### config.mk
export PLATFORM = sky130hd
export DESIGN_NAME = wdog_keyed
export DESIGN_NICKNAME = d
export VERILOG_FILES = /design/src/rtl/wdog_keyed.sv
export SDC_FILE = /design/constraint.sdc
export NUM_CORES = 1
export LEC_CHECK = 0
export ABC_AREA = 1
export ABC_CLOCK_PERIOD_IN_PS = 1400
export BUFFER_PORTS_ARGS = -buffer_cell sky130_fd_sc_hd__buf_2
export CORE_MARGIN = 4
export CORE_UTILIZATION = 40
export CTS_CLUSTER_SIZE = 24
export DETAILED_ROUTE_END_ITERATION = 10
export PLACE_DENSITY = 0.76
export SLEW_MARGIN = 20
export SYNTH_ARGS = -nofsm -noshare
export SYNTH_HDL_FRONTEND = slang
export SYNTH_SLANG_ARGS = --single-unit
export TNS_END_PERCENT = 30
### constraint.sdc
create_clock -name clk -period 1.4 [get_ports clk]
set_input_delay 0.07 -clock clk [delete_from_list [all_inputs] [get_ports clk]]
set_output_delay 0.07 -clock clk [all_outputs]
set_load 0.02 [all_outputs]
### src/rtl/wdog_keyed.sv
module wdog_keyed #(
  parameter int ADDR_W = 8,
  parameter logic [ADDR_W-1:0] CTRL_ADDR = 'h40,
  parameter int KEY_W  = 7,
  parameter int CNT_W  = 9,
  parameter int GRACE  = 10
) (
  input  logic              clk,
  input  logic              rst_n,
  input  logic              wr_en,
  input  logic [ADDR_W-1:0] addr,
  input  logic [31:0]       wr_data,
  input  logic              tick,
  output logic              nmi,
  output logic              reset_req
);
  localparam int CMD_BIT = CNT_W - 1;
  localparam int KEY_LSB = CNT_W;
  localparam logic [CNT_W-1:0] ZERO_CNT = CNT_W'(1 << (CNT_W - 1));
  localparam logic [CNT_W-1:0] GRACE_CNT = CNT_W'(GRACE);

  logic [31:0]      ctrl_q;
  logic [CNT_W-1:0] cnt;
  logic             running;
  logic             hit;
  logic             nmi_q;
  logic             rreq_q;

  wire [KEY_W-1:0] key_old = ctrl_q[KEY_LSB +: KEY_W];
  wire [KEY_W-1:0] key_new = wr_data[KEY_LSB +: KEY_W];
  wire             locked  = ctrl_q[CMD_BIT];
  wire             sel     = wr_en && (addr == CTRL_ADDR);
  wire             accept  = sel && (!locked || key_new == ~key_old);
  wire [CNT_W-1:0] load    = (wr_data[CNT_W-1:0] == '0) ? ZERO_CNT : wr_data[CNT_W-1:0];

  always_ff @(posedge clk) begin
    if (!rst_n) begin
      ctrl_q  <= '0;
      cnt     <= '0;
      running <= 1'b0;
      hit     <= 1'b0;
      nmi_q   <= 1'b0;
      rreq_q  <= 1'b0;
    end else begin
      rreq_q <= 1'b0;
      if (accept) begin
        ctrl_q  <= wr_data;
        cnt     <= load;
        running <= wr_data[CMD_BIT];
        hit     <= 1'b0;
        nmi_q   <= 1'b0;
      end else if (running && tick) begin
        if (cnt == CNT_W'(1)) begin
          if (!hit) begin
            hit   <= 1'b1;
            nmi_q <= 1'b1;
            cnt   <= GRACE_CNT;
          end else begin
            rreq_q  <= 1'b1;
            running <= 1'b0;
            cnt     <= '0;
          end
        end else begin
          cnt <= cnt - CNT_W'(1);
        end
      end
    end
  end

  assign nmi       = nmi_q;
  assign reset_req = rreq_q;
endmodule

After elaboration in Yosys (flattened, before gate mapping)
Index checks and enable logic that the tools add are counted.
- $lt $le $gt $ge: 0
- bitwise logic cells: 5
- eq/ne operators: 3
- shift-type cells: 0
- reductions and logical operators: 14
- multiplexer cells: 10
- div/mod/pow operators: 0
- multipliers: 0
- $add $sub $neg: 1
- operator list (kind ; number):
    $mux W9 ; 4
    $eq A9 B1 Y1 const B ; 1
    $logic_not A9 Y1 ; 1
    $sub A9 B1 Y9 const B ; 1
    $eq A8 B7 Y1 const B ; 1
    $eq A7 B7 Y1 ; 1
    $not A7 Y7 ; 1
    $reduce_and A3 Y1 ; 2
    $reduce_bool A2 Y1 ; 3
    $mux W1 ; 5
    $mux W4 ; 1
    $not A1 Y1 ; 4
    $reduce_or A4 Y1 ; 1
    $logic_and A1 B1 Y1 ; 3
    $reduce_and A2 Y1 ; 1
    $reduce_or A2 Y1 ; 1
    $logic_not A1 Y1 ; 1
    $logic_or A1 B1 Y1 ; 1
- flip-flop bits (word level): 29
- memories: 0
- ROM bits: 0
- bits in latches: 0
- memory bits (writable): 0
- output and inout bits: 2
- input bits: 44

Longest topological paths before layout
Gate-level depths: netlist of the first run.
- depth after elaboration: 6
- depth in mapped cells: 13
- gate-level depth less buffers: 13

Worst setup path before layout of the first run
No wires, ideal clock.
- kind: register -> register
- start: reg cnt[1]
- end: reg cnt[1]
- data arrival time: 1.311 ns
- buffers on the path: 0
- clock period less this slack: 1.375 ns
- required time: 1.336 ns
- setup slack: 0.025 ns
- stages on the path, launching flop included: 13
- library setup time: 0.064 ns
- path through: dfxtp_1 -> inv_1 -> ha_1 -> inv_1 -> nor2_1 -> nand2_1 -> nor3_1 -> nand2_1 -> nand2_1 -> nand2_1 -> nand2_1 -> nor2_1 -> nor2_1
- word-level cells in the longest chain between the ends: 4
- ends and longest elaborated chain (what ; line ; RTL):
    start, declared ; 23 ; logic [CNT_W-1:0] cnt;
    start signal, assigned ; 48 ; cnt <= load;
    start signal, assigned ; 64 ; cnt <= cnt - CNT_W'(1);
    $sub A9 B1 Y9 or $eq A9 B1 Y1 (tied branches) ; 64, 53 ;
    $mux W9 (*) ; 53 ; if (cnt == CNT_W'(1)) begin
    $mux W9 (*) ; 52 ; end else if (running && tick) begin
    $mux W9 (*) ; 46 ; if (accept) begin
Every way passes the cells marked *; elsewhere a longest branch is shown, timed or not. The select of a mux whose other input is x is not followed.
A chain may end at the register's enable or synchronous reset.

Worst setup path in the final report of the first run
- start: reg ctrl_q[11]
- end: reg cnt[0]
- word-level cells in the longest chain between the ends: 5
- ends and longest elaborated chain (what ; line ; RTL):
    start, declared ; 22 ; logic [31:0] ctrl_q;
    start signal, assigned ; 47 ; ctrl_q <= wr_data;
    $not A7 Y7 (*) ; 33 ; wire accept = sel && (!locked || key_new == ~key_old);
    $eq A7 B7 Y1 (*) ; 33 ;
    $logic_or A1 B1 Y1 (*) ; 33 ;
    $logic_and A1 B1 Y1 (*) ; 33 ;
    $mux W9 or $reduce_bool A2 Y1 (tied branches) ; n/a ;
Every way passes the cells marked *; elsewhere a longest branch is shown, timed or not.

==> metrics.md, run 1 <==
| Metric | Value |
|---|---|
| Area contributors post-synth | `dfxtp_1 32%, nand2_1 17%, nor2_1 14%` |
| Tmin final | `1.40 ns` |
| Worst Hold Class | `primary input to register` |
| Post-synth top area share | `roughly a third` |
| Post-synthesis mux area share | `0%` |
| Routed Antenna Nets | `0` |
| Clk root buf | `clkbuf_4` |
| Post-CTS Setup Repair Bufs | `0` |
| Synth Area in XOR/XNOR | `under 10%` |
| Clk_lat worst skew | `0.32 ns` |
| Final Skew | `just under 0.009 ns` |
| Filler cell count | `roughly 340` |
| Yosys warns | `0` |
| FP Rows | `20` |
| Mapped Area | `approximately 0.0013 mm²` |
| DR pass1 iterations | `4` |
| First-pass GRT wire length | `about 5.1 mm` |
| Core area | `around 0.0031 mm²` |
| Unique masters post-synth | `20` |
| Initial antenna violation count | `0` |
| Max-cap violations | `0` |
| Cell count of the worst reg-to-reg path | `13` |
| Max IR drop VDD | `~0.00036 V` |
| Remaining Overflow, GRT | `0` |
| Max Clk Rate | `715 MHz` |
| Crit share post-route | `99.9%` |
| Crit Path Max Fanout | `15` |
| Vias | `about 1400` |
| Clock-pin slew on the worst setup and hold paths | `0.14 ns` |
| Post-Synth Simple-Gate Area | `between 40% and 50%` |
| Synth Area in Compound Gates | `roughly 8.7%` |
| WP data arrival | `1.62 ns` |
| Vias in the first global route | `between 1000 and 1500` |
| CTS tree | `yes` |
| Via density | `4.65` |
| Hold Path Sink | `cnt[5]$_SDFFE_PN0P_` |
| Total wire length | `3.09 mm` |
| Die area | `approximately 0.0043 mm²` |
| Least-Margin Pin Slew | `approximately 0.37 ns` |
| I/O Pins | `46` |
| Largest family of logic cells by synthesized area | `simple AND/OR/NAND/NOR gates` |
| Worst R2R End | `cnt[0]$_SDFFE_PN0P_` |
| CTS Buf Count | `3` |
| Wire per inst | `9.98 µm` |
| Syn nets | `roughly 270` |
| Cells after synthesis | `222` |
| P&R area growth vs syn | `30.7%` |
| # DRC | `0` |
| Crit path from | `ctrl_q[11]$_SDFFE_PN0N_` |
| H-Tree Depth | `1` |
| DIE HEIGHT | `65.6 µm` |
| Status | `complete, no violations` |
| Pins over their slew limit | `0` |
| Min-delay src | `wr_data[5]` |
| Worst setup margin | `between 0.0015 and 0.002 ns` |
| Final GP Congestion | `a little over 0.9` |
| Worst setup EP type | `register` |
| Critical Path RT | `between 1.5 and 2 ns` |
| Post-synth top area cell | `dfxtp_1` |
| Share of cells above drive strength 1 | `27.8%` |
| Commonest non-fill, non-tap cell in the layout | `nand2_1` |
| Clock Path Buffers | `2` |
| Dpl hpwl | `between 2 and 2.5 mm` |
| Post-placement cell area | `roughly 0.0016 mm²` |
| Flops & latches, synth | `21` |
| TritonCTS sink count | `21` |
| Pwr dens | `just under 600 mW/mm²` |
| Port bufs | `29` |
| R2R Setup Slk | `approximately 0.0019 ns` |
| Chip Width | `around 66 µm` |
| Unrepaired setup endpoints after global routing | `yes` |
| Initial Utilization | `42.8%` |
| Kind of critical path | `register to register` |
| Final Instance Area | `approximately 0.0017 mm²` |
| Most frequent cells in the layout | `57 x nand2_1, 44 x nor2_1, 29 x buf_2` |
| CP Launch Type | `register` |
| Worst r2r src | `ctrl_q[11]$_SDFFE_PN0N_` |
| WHS Path Cells | `3` |
| Largest net degree at the start of global routing | `18` |
| Synth Area in Adders | `between 1.5 and 2%` |
| Avg Cell Area, Syn | `around 6 µm²` |
| # setup viols final | `0` |
| Total Power | `just over 1 mW` |
| ANT cells | `0` |
| Max transition margin | `about 75%` |
| Nets | `around 310` |
| Pre-CTS setup slack | `-0.00977 ns` |
| All-Layer GR Usage | `about 15%` |
| Final Hold Viols | `0` |
| Leakage | `0.874 nW` |
| Register area share after synthesis | `31.7%` |
| Initial DRC Count | `98` |
cell families (layout without fill, tap and decap cells):
kind of cell,Yosys count,after routing
DFF,21,21
and+or+nand+nor,136,136
adders and majority gates,2,2
xor gates and xnor gates,6,6
AOI/OAI and AO/OA,23,23
buffers and inverters,34,78
cell usage after synthesis:
| cell | n |
|---|---|
| o21ai_1 | 3 |
| o21ai_0 | 11 |
| inv_1 | 28 |
| clkbuf_1 | 2 |
| nor3_1 | 3 |
| xnor2_1 | 2 |
| buf_2 | 1 |
| nand2_1 | 59 |
| ha_1 | 2 |
| a21oi_1 | 9 |
| buf_6 | 2 |
| dfxtp_1 | 21 |
| xor2_1 | 4 |
| inv_2 | 1 |
| nand4_1 | 1 |
| nor2_1 | 48 |
| nand2_2 | 3 |
| nor3b_4 | 1 |
| nand3_1 | 19 |
| nand3b_1 | 2 |
critical path, cell delays in order, from the launching register on:
cell and delay [ns]:
dfxtp_2 0.34, inv_1 0.06, nand2_1 0.05, nand2_1 0.06, nand2_1 0.06, nor2_1 0.10, nand2_1 0.06, nand2_2 0.09
nand2_4 0.07, buf_12 0.16, nand2_4 0.07, inv_4 0.05, nor2_1 0.09, nor2_1 0.04
through the flow:
stage	hold WS, ns	setup TNS [ns]	cells	utilization (%)
after CTS	0.000476	-0.0104	310	54.3
after global routing	0.0153	-2.03	310	55.9
after global placement	0.341	0	306	52.4
after detailed placement	0.349	-0.0480	306	52.4
after floorplan	0.208	0	222	-
final	0.00395	0	310	55.9
what timing repair did:
item	4_1_cts	5_1_grt
pin swaps	1	2
hold buffers	0	0
resized for setup	11	24
endpoints found under the setup margin	14	21
per-layer routing:
metal  up-vias  wire length (µm)  global-route usage (%)
li1        776                 -                       -
met1       620              1520                    20.5
met2        40              1370                    23.1
met3         4               161                    2.05
met4         0                46                    6.22
met5         -                 0                       0
final cells by class:
class	instances	area, µm²	share of cell area, %
multi-input combinational	167	813	46.9
clock inverter	1	7.51	0.433
clock buffer	3	22.5	1.30
tap	44	55.1	3.17
inverter	29	116	6.71
timing repair buffer	45	294	16.9
sequential	21	427	24.6
worst max path at each step:
| stage | endpoint | slack [ns] | depth (start not counted) |
|---|---|---|---|
| finish | cnt[0]$_SDFFE_PN0P_ | 0.002 | 13 |
| global route | cnt[6]$_SDFFE_PN0P_ | -0.16 | 13 |
| CTS | cnt[1]$_SDFFE_PN0P_ | -0.01 | 13 |
| detailed placement | cnt[7]$_SDFFE_PN0P_ | -0.01 | 13 |
| global placement | running$_SDFFE_PN0P_ | 0.007 | 10 |
| floorplan | cnt[1]$_SDFFE_PN0P_ | 0.03 | 12 |
flip-flops by register name, summed over array words and instances, names as in the netlist:
name	cells
cnt	9
ctrl_q	8
hit	1
nmi	1
reset_req	1
running	1
power by group:
part | internal [mW] | total (mW) | leakage (nW) | switching, mW
Combinational | 0.0539 | 0.112 | 0.688 | 0.0585
Sequential | 0.599 | 0.600 | 0.172 | 0.000894
Clock | 0.109 | 0.323 | 0.0139 | 0.214
(Power assumes the default switching activity.)
==> run 2: changes to the inputs <==
CTS_BUF_LIST = sky130_fd_sc_hd__clkbuf_8   (was default)
==> metrics.md, run 2 (synthesis gave the netlist of run 1 again) <==
| Metric | Value |
|---|---|
| Crit Path Max Fanout | `3` |
| Dpl hpwl | `between 2 and 2.5 mm` |
| Status | `finished, violations left` |
| Max transition margin | `68.9%` |
| DIE HEIGHT | `~66 µm` |
| Failing checks | `negative setup slack` |
| Total wire length | `roughly 3.4 mm` |
| Port bufs | `29` |
| Max Clk Rate | `651 MHz` |
| Clock-pin slew on the worst setup and hold paths | `roughly 0.090 ns` |
| Final Util | `roughly three fifths` |
| Vias in the first global route | `about 1300` |
| CTS tree | `yes` |
| CP Launch Type | `register` |
| I/O Pins | `46` |
| Max incr delay on CP | `0.35 ns` |
| Final GP Congestion | `about 0.93` |
| Unrepaired setup endpoints after global routing | `yes` |
| Worst setup margin | `-0.135 ns` |
| Slowest cell on crit path | `dfxtp_2` |
| Filler cell count | `between 300 and 400` |
| Pwr dens | `between 600 and 700 mW/mm²` |
| Leakage | `approximately 0.95 nW` |
| Least-Margin Pin Slew | `about 0.47 ns` |
| Wire per inst | `11.0 µm` |
| Critical Path RT | `around 1.6 ns` |
| Switching share of power | `25.3%` |
| Remaining Overflow, GRT | `0` |
| Logic pwr share | `a little over a tenth` |
| Chip Width | `around 66 µm` |
| First-pass GRT wire length | `between 5 and 6 mm` |
| WHS Path Cells | `3` |
| Largest net degree at the start of global routing | `18` |
| Reg power frac | `a little over half` |
| Die area | `0.00430 mm²` |
| TritonCTS sink count | `21` |
| Worst Hold Class | `primary input to register` |
| Initial antenna violation count | `0` |
| WP data arrival | `~1.7 ns` |
| Placed insts | `306` |
| Final Hold Viols | `0` |
| DR pass1 iterations | `4` |
| Vias | `approximately 1500` |
| All-Layer GR Usage | `around 15%` |
| Largest register FFs | `9` |
| Final Skew | `a little under 0.006 ns` |
| Clock Path Buffers | `2` |
| Critical path, cell by cell | `inv_1 -> ha_1 -> nand2_1 -> nor2_1 -> xor2_1 -> nor2_1 -> nand2_4 -> nand2_2 -> nor2_1 -> nor2_1` |
| # DRC | `0` |
| Routed Antenna Nets | `0` |
| Switching power total | `roughly 290 µW` |
| Initial Utilization | `~43%` |
| # setup viols final | `9` |
| Core area | `just over 0.003 mm²` |
| Max-cap violations | `0` |
| Share of total power in the clock network | `~37%` |
| P&R area growth vs syn | `43.1%` |
| Share of cells above drive strength 1 | `a little under a third` |
| Cell count of the worst reg-to-reg path | `10` |
| Nets | `between 300 and 400` |
| H-Tree Depth | `1` |
| Worst setup EP type | `register` |
| FP Rows | `20` |
| Via density | `4.81` |
| Clk_lat worst skew | `roughly 0.27 ns` |
| Commonest non-fill, non-tap cell in the layout | `nand2_1` |
| CTS Buf Count | `3` |
| Final cell count without fillers | `313` |
| Tmin final | `1.54 ns` |
| ANT cells | `0` |
| Initial DRC Count | `56` |
| Biggest registers after layout | `cnt x9, ctrl_q x8` |
| R2R Setup Slk | `-0.14 ns` |
| Most frequent cells in the layout | `49 x nand2_1, 44 x nor2_1, 29 x buf_2` |
| Kind of critical path | `register to register` |
| Most frequent CP cell | `nor2_1` |
| Crit share post-route | `110%` |
| Cts hold-fix bufs | `0` |
| Pint | `857 µW` |
| Clk root buf | `clkbuf_8` |
| Max IR drop VDD | `between 0.0003 and 0.0004 V` |
| Pins over their slew limit | `0` |
| Largest register by flop count | `cnt` |
[run 2: area by class of cell]
type	count	area, µm²	share of cell area (%)
multi-input cells	167	901	47.4
inverters	29	119	6.26
clock inverters	1	7.51	0.395
clock buffers	3	41.3	2.17
repair buffers	48	352	18.5
well taps	44	55.1	2.90
flip-flops and latches	21	424	22.3
[run 2: path summary, 6_finish.rpt]
check,startpoint,end
setup / recovery,cnt[0]$_SDFFE_PN0P_,cnt[8]$_SDFFE_PN0P_
hold / removal,wr_data[5],cnt[5]$_SDFFE_PN0P_
setup reg to reg,cnt[0]$_SDFFE_PN0P_,cnt[8]$_SDFFE_PN0P_
hold reg to reg,running$_SDFFE_PN0P_,running$_SDFFE_PN0P_
[run 2: critical path, delay by kind of cell (launching register included)]
family | cells | cell delay [ns]
buffers and inverters | 1 | 0.08
and+or+nand+nor | 7 | 0.62
DFF | 1 | 0.35
xor gates and xnor gates | 1 | 0.17
adders and majority gates | 1 | 0.22
[run 2: repair_timing]
item                                    in CTS  in global routing
endpoints found under the hold margin        0                  0
gates cloned                                 0                  2
buffers inserted                             0                  1
resized for setup                            8                 45
endpoints found under the setup margin      14                 21
pin swaps                                    1                 19
[run 2: routing by layer]
layer | routed length (µm) | GRT usage, %
met1 | 1520 | 20.6
met2 | 1640 | 22.9
met3 | 203 | 2.56
met4 | 68 | 7.77
met5 | 0 | 0
[run 2: power groups by stage]
stage                     Sequential [mW]  Clock [mW]  Combinational, mW
after floorplan                     0.613           0             0.0468
after global placement              0.613           0              0.102
after detailed placement            0.613           0              0.104
after CTS                           0.599       0.437              0.105
after global routing                0.599       0.460              0.139
final                               0.599       0.427              0.122
[run 2: stage by stage]
stage | setup TNS (ns) | power [mW] | hold slack (ns) | area (µm²) | setup slack [ns]
6_report | -0.439 | 1.15 | 0.0650 | 1900 | -0.135
5_1_grt | -3.31 | 1.20 | 0.0765 | 1900 | -0.231
4_1_cts | -0.00468 | 1.14 | 0.0635 | 1690 | -0.00468
3_5_place_dp | -0.0480 | 0.717 | 0.349 | 1630 | -0.00977
3_3_place_gp | 0 | 0.715 | 0.341 | 1630 | 0.00717
2_1_floorplan | 0 | 0.660 | 0.208 | 1330 | 0.0254
